==> src/rtl/adcseq_pkg.sv <==
// Shared types for the conversion sequencer.
// Assumes nothing beyond IEEE 1800-2017.
package adcseq_pkg;

    // Timing class of a conversion, chosen at its start edge.
    typedef enum logic [1:0] {
        KIND_NORM  = 2'd0,
        KIND_FIRST = 2'd1,
        KIND_AUTO  = 2'd2,
        KIND_DIFF  = 2'd3
    } conv_kind_e;

endpackage

==> src/rtl/adcseq_phase.sv <==
// Phase counter of the half-rate clock used to align differential starts.
// Counts half-ticks while enabled and is held at zero while disabled.
// Assumes tick_half_i is a single-cycle strobe per half converter period.
module adcseq_phase #(
    parameter int PH_W = 2
) (
    input  logic clk,
    input  logic rst_n,
    input  logic en_i,
    input  logic tick_half_i,
    output logic misalign_o
);
    logic [PH_W-1:0] ph_q;

    // Advance the phase on each half-tick; clear while the converter is off.
    always_ff @(posedge clk) begin
        if (!rst_n)           ph_q <= '0;
        else if (!en_i)       ph_q <= '0;
        else if (tick_half_i) ph_q <= ph_q + {{(PH_W-1){1'b0}}, 1'b1};
    end

    // The upper phase bit marks the late half of the slow clock.
    assign misalign_o = ph_q[PH_W-1];
endmodule

==> src/rtl/adcseq_launch.sv <==
// Start arbitration: software start bit, trigger edges, free-running restart.
// Also picks the timing class and tracks the pending long first conversion.
// Assumes trig_i is synchronous to clk; busy_i and last_i come from the counter.
module adcseq_launch
    import adcseq_pkg::*;
(
    input  logic       clk,
    input  logic       rst_n,
    input  logic       en_i,
    input  logic       tick_half_i,
    input  logic       start_wr_i,
    input  logic       auto_en_i,
    input  logic       trig_i,
    input  logic       diff_i,
    input  logic       free_run_i,
    input  logic       busy_i,
    input  logic       last_i,
    output logic       go_o,
    output logic       auto_go_o,
    output conv_kind_e kind_o,
    output logic       sc_o
);
    logic trig_q, trig_pend_q, sc_q, first_pend_q;
    logic trig_rise, auto_req, sw_req, idle_go, loop_go;

    assign trig_rise = auto_en_i & trig_i & ~trig_q;
    assign auto_req  = trig_rise | trig_pend_q;
    assign sw_req    = start_wr_i | sc_q;
    assign idle_go   = en_i & tick_half_i & ~busy_i & (sw_req | auto_req);
    assign loop_go   = en_i & last_i & free_run_i;
    assign go_o      = idle_go | loop_go;
    assign auto_go_o = idle_go & ~sw_req & auto_req;
    assign sc_o      = sc_q;

    // Choose the timing class of the conversion that starts on this edge.
    always_comb begin
        if (first_pend_q && !last_i) kind_o = KIND_FIRST;
        else if (diff_i)             kind_o = KIND_DIFF;
        else if (auto_go_o)          kind_o = KIND_AUTO;
        else                         kind_o = KIND_NORM;
    end

    // Remember the previous trigger level for edge detection.
    always_ff @(posedge clk) begin
        if (!rst_n) trig_q <= 1'b0;
        else        trig_q <= trig_i;
    end

    // Hold an idle trigger edge until a half-tick can start the conversion.
    always_ff @(posedge clk) begin
        if (!rst_n)                     trig_pend_q <= 1'b0;
        else if (!en_i || go_o)         trig_pend_q <= 1'b0;
        else if (trig_rise && !busy_i)  trig_pend_q <= 1'b1;
    end

    // Arm the long timing while disabled; disarm when a conversion completes.
    always_ff @(posedge clk) begin
        if (!rst_n)      first_pend_q <= 1'b1;
        else if (!en_i)  first_pend_q <= 1'b1;
        else if (last_i) first_pend_q <= 1'b0;
    end

    // Start bit: set by a start or an idle write, cleared at completion.
    always_ff @(posedge clk) begin
        if (!rst_n)                        sc_q <= 1'b0;
        else if (!en_i)                    sc_q <= 1'b0;
        else if (go_o)                     sc_q <= 1'b1;
        else if (last_i)                   sc_q <= 1'b0;
        else if (start_wr_i && !busy_i)    sc_q <= 1'b1;
    end
endmodule

==> src/rtl/adcseq_count.sv <==
// Half-tick counter of one conversion and its strobe decoder.
// Loads the sample and end points at the start edge and emits the sample,
// per-bit and load strobes. Assumes the end point lies after the last bit.
module adcseq_count
    import adcseq_pkg::*;
#(
    parameter int NBITS      = 10,
    parameter int NORM_SAMP  = 3,
    parameter int NORM_HALF  = 26,
    parameter int FIRST_SAMP = 27,
    parameter int FIRST_HALF = 50,
    parameter int AUTO_SAMP  = 4,
    parameter int AUTO_HALF  = 27,
    parameter int DIFF_SLIP  = 2,
    parameter int CW         = 7,
    parameter int IW         = 4
) (
    input  logic          clk,
    input  logic          rst_n,
    input  logic          en_i,
    input  logic          tick_half_i,
    input  logic          go_i,
    input  conv_kind_e    kind_i,
    input  logic          misalign_i,
    output logic          busy_o,
    output logic          last_o,
    output logic          sample_o,
    output logic          bit_stb_o,
    output logic [IW-1:0] bit_idx_o,
    output logic          load_o
);
    localparam int BW = $clog2(NBITS + 1);
    localparam logic [BW-1:0] NB      = BW'(NBITS);
    localparam logic [IW-1:0] TOP_IDX = IW'(NBITS - 1);
    localparam logic [CW-1:0] ONE     = CW'(1);

    logic [CW-1:0] cnt_q, samp_q, tot_q, cnt_n, since_samp, pick_samp, pick_tot;
    logic [BW-1:0] bitn_q;
    logic          bit_hit;

    assign cnt_n      = cnt_q + ONE;
    assign since_samp = cnt_n - samp_q;
    assign last_o     = busy_o & en_i & tick_half_i & (cnt_n == tot_q);
    assign bit_hit    = busy_o & en_i & tick_half_i & (cnt_n > samp_q)
                      & ~since_samp[0] & (bitn_q < NB);

    // Map the timing class to its sample and end points in half-ticks.
    always_comb begin
        case (kind_i)
            KIND_FIRST: begin
                pick_samp = CW'(FIRST_SAMP);
                pick_tot  = CW'(FIRST_HALF);
            end
            KIND_AUTO: begin
                pick_samp = CW'(AUTO_SAMP);
                pick_tot  = CW'(AUTO_HALF);
            end
            KIND_DIFF: begin
                pick_samp = CW'(NORM_SAMP) + (misalign_i ? CW'(DIFF_SLIP) : '0);
                pick_tot  = CW'(NORM_HALF) + (misalign_i ? CW'(DIFF_SLIP) : '0);
            end
            default: begin
                pick_samp = CW'(NORM_SAMP);
                pick_tot  = CW'(NORM_HALF);
            end
        endcase
    end

    // Run the count and register single-cycle strobes.
    always_ff @(posedge clk) begin
        if (!rst_n) begin
            busy_o    <= 1'b0;
            cnt_q     <= '0;
            samp_q    <= '0;
            tot_q     <= '0;
            bitn_q    <= '0;
            sample_o  <= 1'b0;
            bit_stb_o <= 1'b0;
            bit_idx_o <= '0;
            load_o    <= 1'b0;
        end else begin
            sample_o  <= 1'b0;
            bit_stb_o <= 1'b0;
            load_o    <= 1'b0;
            if (!en_i) begin
                busy_o <= 1'b0;
            end else if (go_i) begin
                busy_o <= 1'b1;
                cnt_q  <= '0;
                samp_q <= pick_samp;
                tot_q  <= pick_tot;
                bitn_q <= '0;
                if (last_o) load_o <= 1'b1;
            end else if (busy_o && tick_half_i) begin
                cnt_q <= cnt_n;
                if (cnt_n == samp_q) sample_o <= 1'b1;
                if (bit_hit) begin
                    bit_stb_o <= 1'b1;
                    bit_idx_o <= TOP_IDX - IW'(bitn_q);
                    bitn_q    <= bitn_q + BW'(1);
                end
                if (last_o) begin
                    busy_o <= 1'b0;
                    load_o <= 1'b1;
                end
            end
        end
    end
endmodule

==> src/rtl/adc_conv_seq.sv <==
// Top of the conversion sequencer: start arbitration, phase alignment and
// strobe counter, plus the sticky completion flag and start markers.
// Assumes tick_half is one-cycle wide at twice the converter clock rate.
module adc_conv_seq
    import adcseq_pkg::*;
#(
    parameter int NBITS      = 10,
    parameter int NORM_SAMP  = 3,
    parameter int NORM_HALF  = 26,
    parameter int FIRST_SAMP = 27,
    parameter int FIRST_HALF = 50,
    parameter int AUTO_SAMP  = 4,
    parameter int AUTO_HALF  = 27,
    parameter int DIFF_SLIP  = 2,
    parameter int PH_W       = 2,
    localparam int IW        = $clog2(NBITS),
    localparam int CW        = $clog2(FIRST_HALF + NORM_HALF + AUTO_HALF + DIFF_SLIP + 1)
) (
    input  logic          clk,
    input  logic          rst_n,
    input  logic          adc_en,
    input  logic          tick_half,
    input  logic          start_wr,
    input  logic          auto_en,
    input  logic          trig_in,
    input  logic          free_run,
    input  logic          diff_sel,
    input  logic          done_clr,
    output logic          sh_strobe,
    output logic          bit_strobe,
    output logic [IW-1:0] bit_idx,
    output logic          busy,
    output logic          start_bit,
    output logic          result_load,
    output logic          done_flag,
    output logic          chan_latch,
    output logic          psc_reset
);
    logic       go, auto_go, last, misalign;
    conv_kind_e kind;

    adcseq_phase #(.PH_W(PH_W)) u_phase (
        .clk(clk), .rst_n(rst_n), .en_i(adc_en), .tick_half_i(tick_half),
        .misalign_o(misalign)
    );

    adcseq_launch u_launch (
        .clk(clk), .rst_n(rst_n), .en_i(adc_en), .tick_half_i(tick_half),
        .start_wr_i(start_wr), .auto_en_i(auto_en), .trig_i(trig_in),
        .diff_i(diff_sel), .free_run_i(free_run), .busy_i(busy),
        .last_i(last), .go_o(go), .auto_go_o(auto_go), .kind_o(kind),
        .sc_o(start_bit)
    );

    adcseq_count #(
        .NBITS(NBITS), .NORM_SAMP(NORM_SAMP), .NORM_HALF(NORM_HALF),
        .FIRST_SAMP(FIRST_SAMP), .FIRST_HALF(FIRST_HALF),
        .AUTO_SAMP(AUTO_SAMP), .AUTO_HALF(AUTO_HALF),
        .DIFF_SLIP(DIFF_SLIP), .CW(CW), .IW(IW)
    ) u_count (
        .clk(clk), .rst_n(rst_n), .en_i(adc_en), .tick_half_i(tick_half),
        .go_i(go), .kind_i(kind), .misalign_i(misalign), .busy_o(busy),
        .last_o(last), .sample_o(sh_strobe), .bit_stb_o(bit_strobe),
        .bit_idx_o(bit_idx), .load_o(result_load)
    );

    // Completion flag: set with the result load, cleared by a clear write.
    always_ff @(posedge clk) begin
        if (!rst_n)        done_flag <= 1'b0;
        else if (last)     done_flag <= 1'b1;
        else if (done_clr) done_flag <= 1'b0;
    end

    // Mark each start edge, and trigger starts for the prescaler.
    always_ff @(posedge clk) begin
        if (!rst_n) begin
            chan_latch <= 1'b0;
            psc_reset  <= 1'b0;
        end else begin
            chan_latch <= go;
            psc_reset  <= auto_go;
        end
    end
endmodule

==> config.mk <==
export PLATFORM = sky130hd
export DESIGN_NAME = adc_conv_seq
export DESIGN_NICKNAME = d
export VERILOG_FILES = /design/src/rtl/adcseq_pkg.sv /design/src/rtl/adcseq_phase.sv /design/src/rtl/adcseq_launch.sv /design/src/rtl/adcseq_count.sv /design/src/rtl/adc_conv_seq.sv
export SDC_FILE = /design/constraint.sdc
export NUM_CORES = 1
export LEC_CHECK = 0
export ABC_CLOCK_PERIOD_IN_PS = 2900
export BUFFER_PORTS_ARGS = -buffer_cell sky130_fd_sc_hd__buf_4
export CORE_UTILIZATION = 57
export DETAILED_ROUTE_END_ITERATION = 10
export PLACE_DENSITY = 0.82
export SETUP_SLACK_MARGIN = 0.5
export SLEW_MARGIN = 25
export SYNTH_ARGS = -nofsm -noshare
export SYNTH_HDL_FRONTEND = slang
export SYNTH_SLANG_ARGS = --single-unit
==> constraint.sdc <==
create_clock -name clk -period 2.9 [get_ports clk]
set_clock_uncertainty 0.05 [all_clocks]
set_input_delay 0.145 -clock clk [delete_from_list [all_inputs] [get_ports clk]]
set_output_delay 0.145 -clock clk [all_outputs]
set_load 0.05 [all_outputs]
==> out/summary.log <==
INFO  layout         final_instance_area=0.00255mm^2
INFO  synthesis      synth-edff-count=0
INFO  placement      detailedPlace.worstSlack=0.223ns
INFO  global_routing grt_max_degree=17
INFO  floorplan      initial_core_util=62.1%
INFO  worst_setup_path criticalPathCategory=reg -> reg
INFO  clocking       clk_pin_slew=0.12ns
INFO  synthesis      synth.ff_latch_count=37
INFO  worst_setup_path crit_arrival=2.63ns
INFO  floorplan      boundaryPins=22
INFO  layout         final_util=80.9%
INFO  worst_setup_path setup.worst_path.end_class=register
INFO  clocking       max-clock-path-buffers=2
INFO  synthesis      synthDistinctLibCells=51
INFO  synthesis      synth_seq_area_share=37.8%
INFO  worst_hold_path class_of_the_worst_hold_path=in -> reg
INFO  worst_setup_path cp_max_fo=7
INFO  run_status     status=completed
INFO  sta            final-hold-violation-count=0
INFO  sta            final_clock_period_utilization_by_the_worst_path=84.1%
INFO  clocking       cts_max_level=2
INFO  sta            finalSetupTns=0ns
INFO  worst_setup_path critical_path.max_stage_delay=0.46ns
INFO  worst_setup_path required=3.10ns
INFO  layout         num-fill-cells=186
INFO  worst_setup_path worstPathCellList=ha_4 > nor2_1 > o21a_1 > a2111o_1 > or4_4 > or2_4 > buf_6 > nand3_4 > nor2_1
INFO  global_routing number_of_global_route_vias_before_repair=1,616
INFO  worst_setup_path setup.worst_path.start_class=register
INFO  synthesis      yosys_warnings=0
INFO  worst_setup_path timing.critical_path.mode_cell=sky130_fd_sc_hd__nor2_1
INFO  layout         layout-drive-gt1-share=39.8%
INFO  route          num_vias=1,883
INFO  sta            finalWorstSetupSlack=0.462ns
INFO  floorplan      chipHeight=60.6um
INFO  clocking       cell_at_the_root_of_the_clock_tree=sky130_fd_sc_hd__clkbuf_4
INFO  sta            final-max-slew-violation-count=0
INFO  power_and_ir_drop max-vdd-ir-drop=0.000356V
INFO  placement      postPlaceCellArea=0.00215mm^2
INFO  placement      dpl.hpwl=2.89mm
INFO  sta            grt_setup_unrepaired=yes
INFO  layout         layout.nets=287
INFO  route          detail_route.first_pass.iterations=4
INFO  synthesis      synth.cell_area=0.00196mm^2
INFO  route          route.detailed.wl_per_inst=18.2um
INFO  synthesis      syn_area_per_cell=8.86um^2
INFO  layout         area_used_by_multi_input_combinational_logic=0.00120mm^2
INFO  placement      portBuffers=21
INFO  power_and_ir_drop leakagePower=0.00105uW
INFO  clocking       clock_sink_count=37
INFO  worst_setup_path setup.reg_to_reg.worst_slack=0.46ns
INFO  sta            period_minus_slack=2.44ns
INFO  global_routing initial_antenna_violation_count=0
INFO  synthesis      postSynthNetCount=240
INFO  global_routing global_route_wire_length_before_repair=7.58mm
INFO  route          drt_first_iter_violations=144
INFO  synthesis      synthFlopType=sky130_fd_sc_hd__dfxtp_1
INFO  global_routing grt_use_total=28.5%
INFO  route          route.detailed.drc=0
INFO  worst_setup_path worst_path_max_delay_cell=sky130_fd_sc_hd__or4_4
INFO  layout         seqCellArea=757um^2
INFO  sta            max_clock_freq=410MHz
INFO  route          drt_wl_total=5.70mm
INFO  clocking       tritoncts=built
INFO  sta            finalHoldWorstSlack=0.0119ns
INFO  floorplan      rows=20
INFO  sta            worstMarginPinSlew=0.564ns
INFO  synthesis      synth-async-reset-ratio=0%
INFO  job            maxCapViolCount=0
INFO  placement      routabilityCongestion=0.850
INFO  power_and_ir_drop p_per_area=396mW/mm^2
INFO  route          postRouteAntennaNets=0
INFO  floorplan      die_w=60.6um
INFO  layout         diodes=0
INFO  clocking       clock_latency=0.35ns
INFO  global_routing overflow=0
INFO  sta            finalSetupViolCount=0
INFO  floorplan      die_area=0.00367mm^2
INFO  route          post_drt_via_cell_ratio=6.02
INFO  clocking       cts_inserted_buffers=5
INFO  synthesis      syn-instance-count=221
INFO  floorplan      coreArea=0.00315mm^2
INFO  layout         areaGrowthSynthToFinish=30.2%
INFO  sta            max-slew-margin-rel=62.0%
-- worst paths after layout --
kind         depth (start not counted)                    to            startpoint
max                                  9      u_count.cnt_q[4]      u_count.cnt_q[0]
min reg2reg                          2  u_count.bit_idx_o[2]  u_count.bit_idx_o[2]
min                                  3       u_phase.ph_q[0]             tick_half
max reg2reg                          9      u_count.cnt_q[4]      u_count.cnt_q[0]
-- stage by stage --
stage                     cells  total power [uW]
after global placement      283               621
after detailed placement    283               622
final                       313              1010
after floorplan             221               595
after global routing        313              1040
after CTS                   308               992
-- placed cells by master, fill, tap and decap left out, types with 4 or more instances in the layout --
cell type and count:
sky130_fd_sc_hd__nand3_1 10, sky130_fd_sc_hd__xor2_1 4, sky130_fd_sc_hd__dfxtp_2 4, sky130_fd_sc_hd__ha_1 8
sky130_fd_sc_hd__o21ai_0 4, sky130_fd_sc_hd__buf_6 6, sky130_fd_sc_hd__nand2_1 18, sky130_fd_sc_hd__buf_4 39
sky130_fd_sc_hd__a21oi_1 9, sky130_fd_sc_hd__nor2_1 17, sky130_fd_sc_hd__dfxtp_1 30, sky130_fd_sc_hd__xnor2_1 9
sky130_fd_sc_hd__nor2_2 7, sky130_fd_sc_hd__clkbuf_4 5, sky130_fd_sc_hd__inv_1 17, sky130_fd_sc_hd__a21oi_2 8
-- report_power, final --
part | switching, uW | internal [uW] | leakage, uW
clock network | 186 | 184 | 0.0000424
registers | 9.87 | 516 | 0.000304
logic | 65.2 | 50.0 | 0.000703
total | 261 | 749 | 0.00105
-- layout make-up --
type | instances | area share, %
multi-input combinational | 158 | 47.0
sequential | 37 | 29.7
timing repair buffer | 49 | 15.5
inverter | 17 | 2.50
tap | 44 | 2.16
clock buffer | 6 | 1.62
clock inverter | 2 | 1.52
-- layer usage --
metal | vias to the layer above | global-route usage, % | part of all wire (%)
met4 | 0 | 10.1 | 2.1
met1 | 901 | 35.8 | 42
met2 | 102 | 47.3 | 49
met5 | - | 0 | 0
li1 | 867 | - | -
met3 | 13 | 7.68 | 7.1
-- worst max-delay path: cells and delay by family (launching register included) --
kind                       cells  cell delay (ns)
buffers and inverters          1             0.15
adders and majority gates      1             0.19
and+or+nand+nor                5             1.04
DFF                            1             0.39
AOI/OAI and AO/OA              2             0.50
-- registers in the layout (all words and copies together) (netlist names), 2 cells and up --
register	flops
u_phase.ph_q	2
u_count.bit_idx_o	4
u_count.samp_q	4
u_count.bitn_q	4
u_count.cnt_q	7
u_count.tot_q	5
-- cells in the mapped netlist, drive strengths merged (2+ instances only) --
library cell  number  area share (%)
a211oi             2            0.77
a21o               3             1.2
a21oi             17             5.1
a311oi             2             1.2
a31o               2            0.89
and2               2            0.64
and2b              2            0.89
and3               3             1.0
buf                7             4.3
clkbuf             3            0.58
dfxtp             37              38
ha                 9             5.8
inv               17             3.3
mux2i              3             1.5
nand2             20             3.8
nand2b             2            0.64
nand3             13             4.0
nand4              2            0.64
nor2              25             5.6
nor2b              2            0.64
nor3               3            0.77
nor3b              2            0.77
o21ai              7             2.0
o221a              2             1.2
o31ai              2            0.77
o32ai              2            0.89
xnor2             10             4.5
xor2               5             2.2
-- logic make-up (layout without fill, tap and decap cells) --
kind of cell	Yosys count	after routing	share of synthesized area, %
simple gates	81	82	21.5
fa+ha+maj	9	9	5.75
compound gates	49	49	18.6
xor+xnor	15	15	6.71
mux	3	3	1.53
buf+inv	27	74	8.11
flops	37	37	37.8
-- what timing repair did --
item / CTS / global route
endpoints found under the setup margin: 27 / 23
pin swaps: 12 / 8
gates cloned: 1 / 1
hold buffers: 3 / 0
setup buffers: 13 / 4
hold endpoints to repair: 3 / 0
gates resized for setup: 24 / 17
Power figures use the tool's default switching activity.
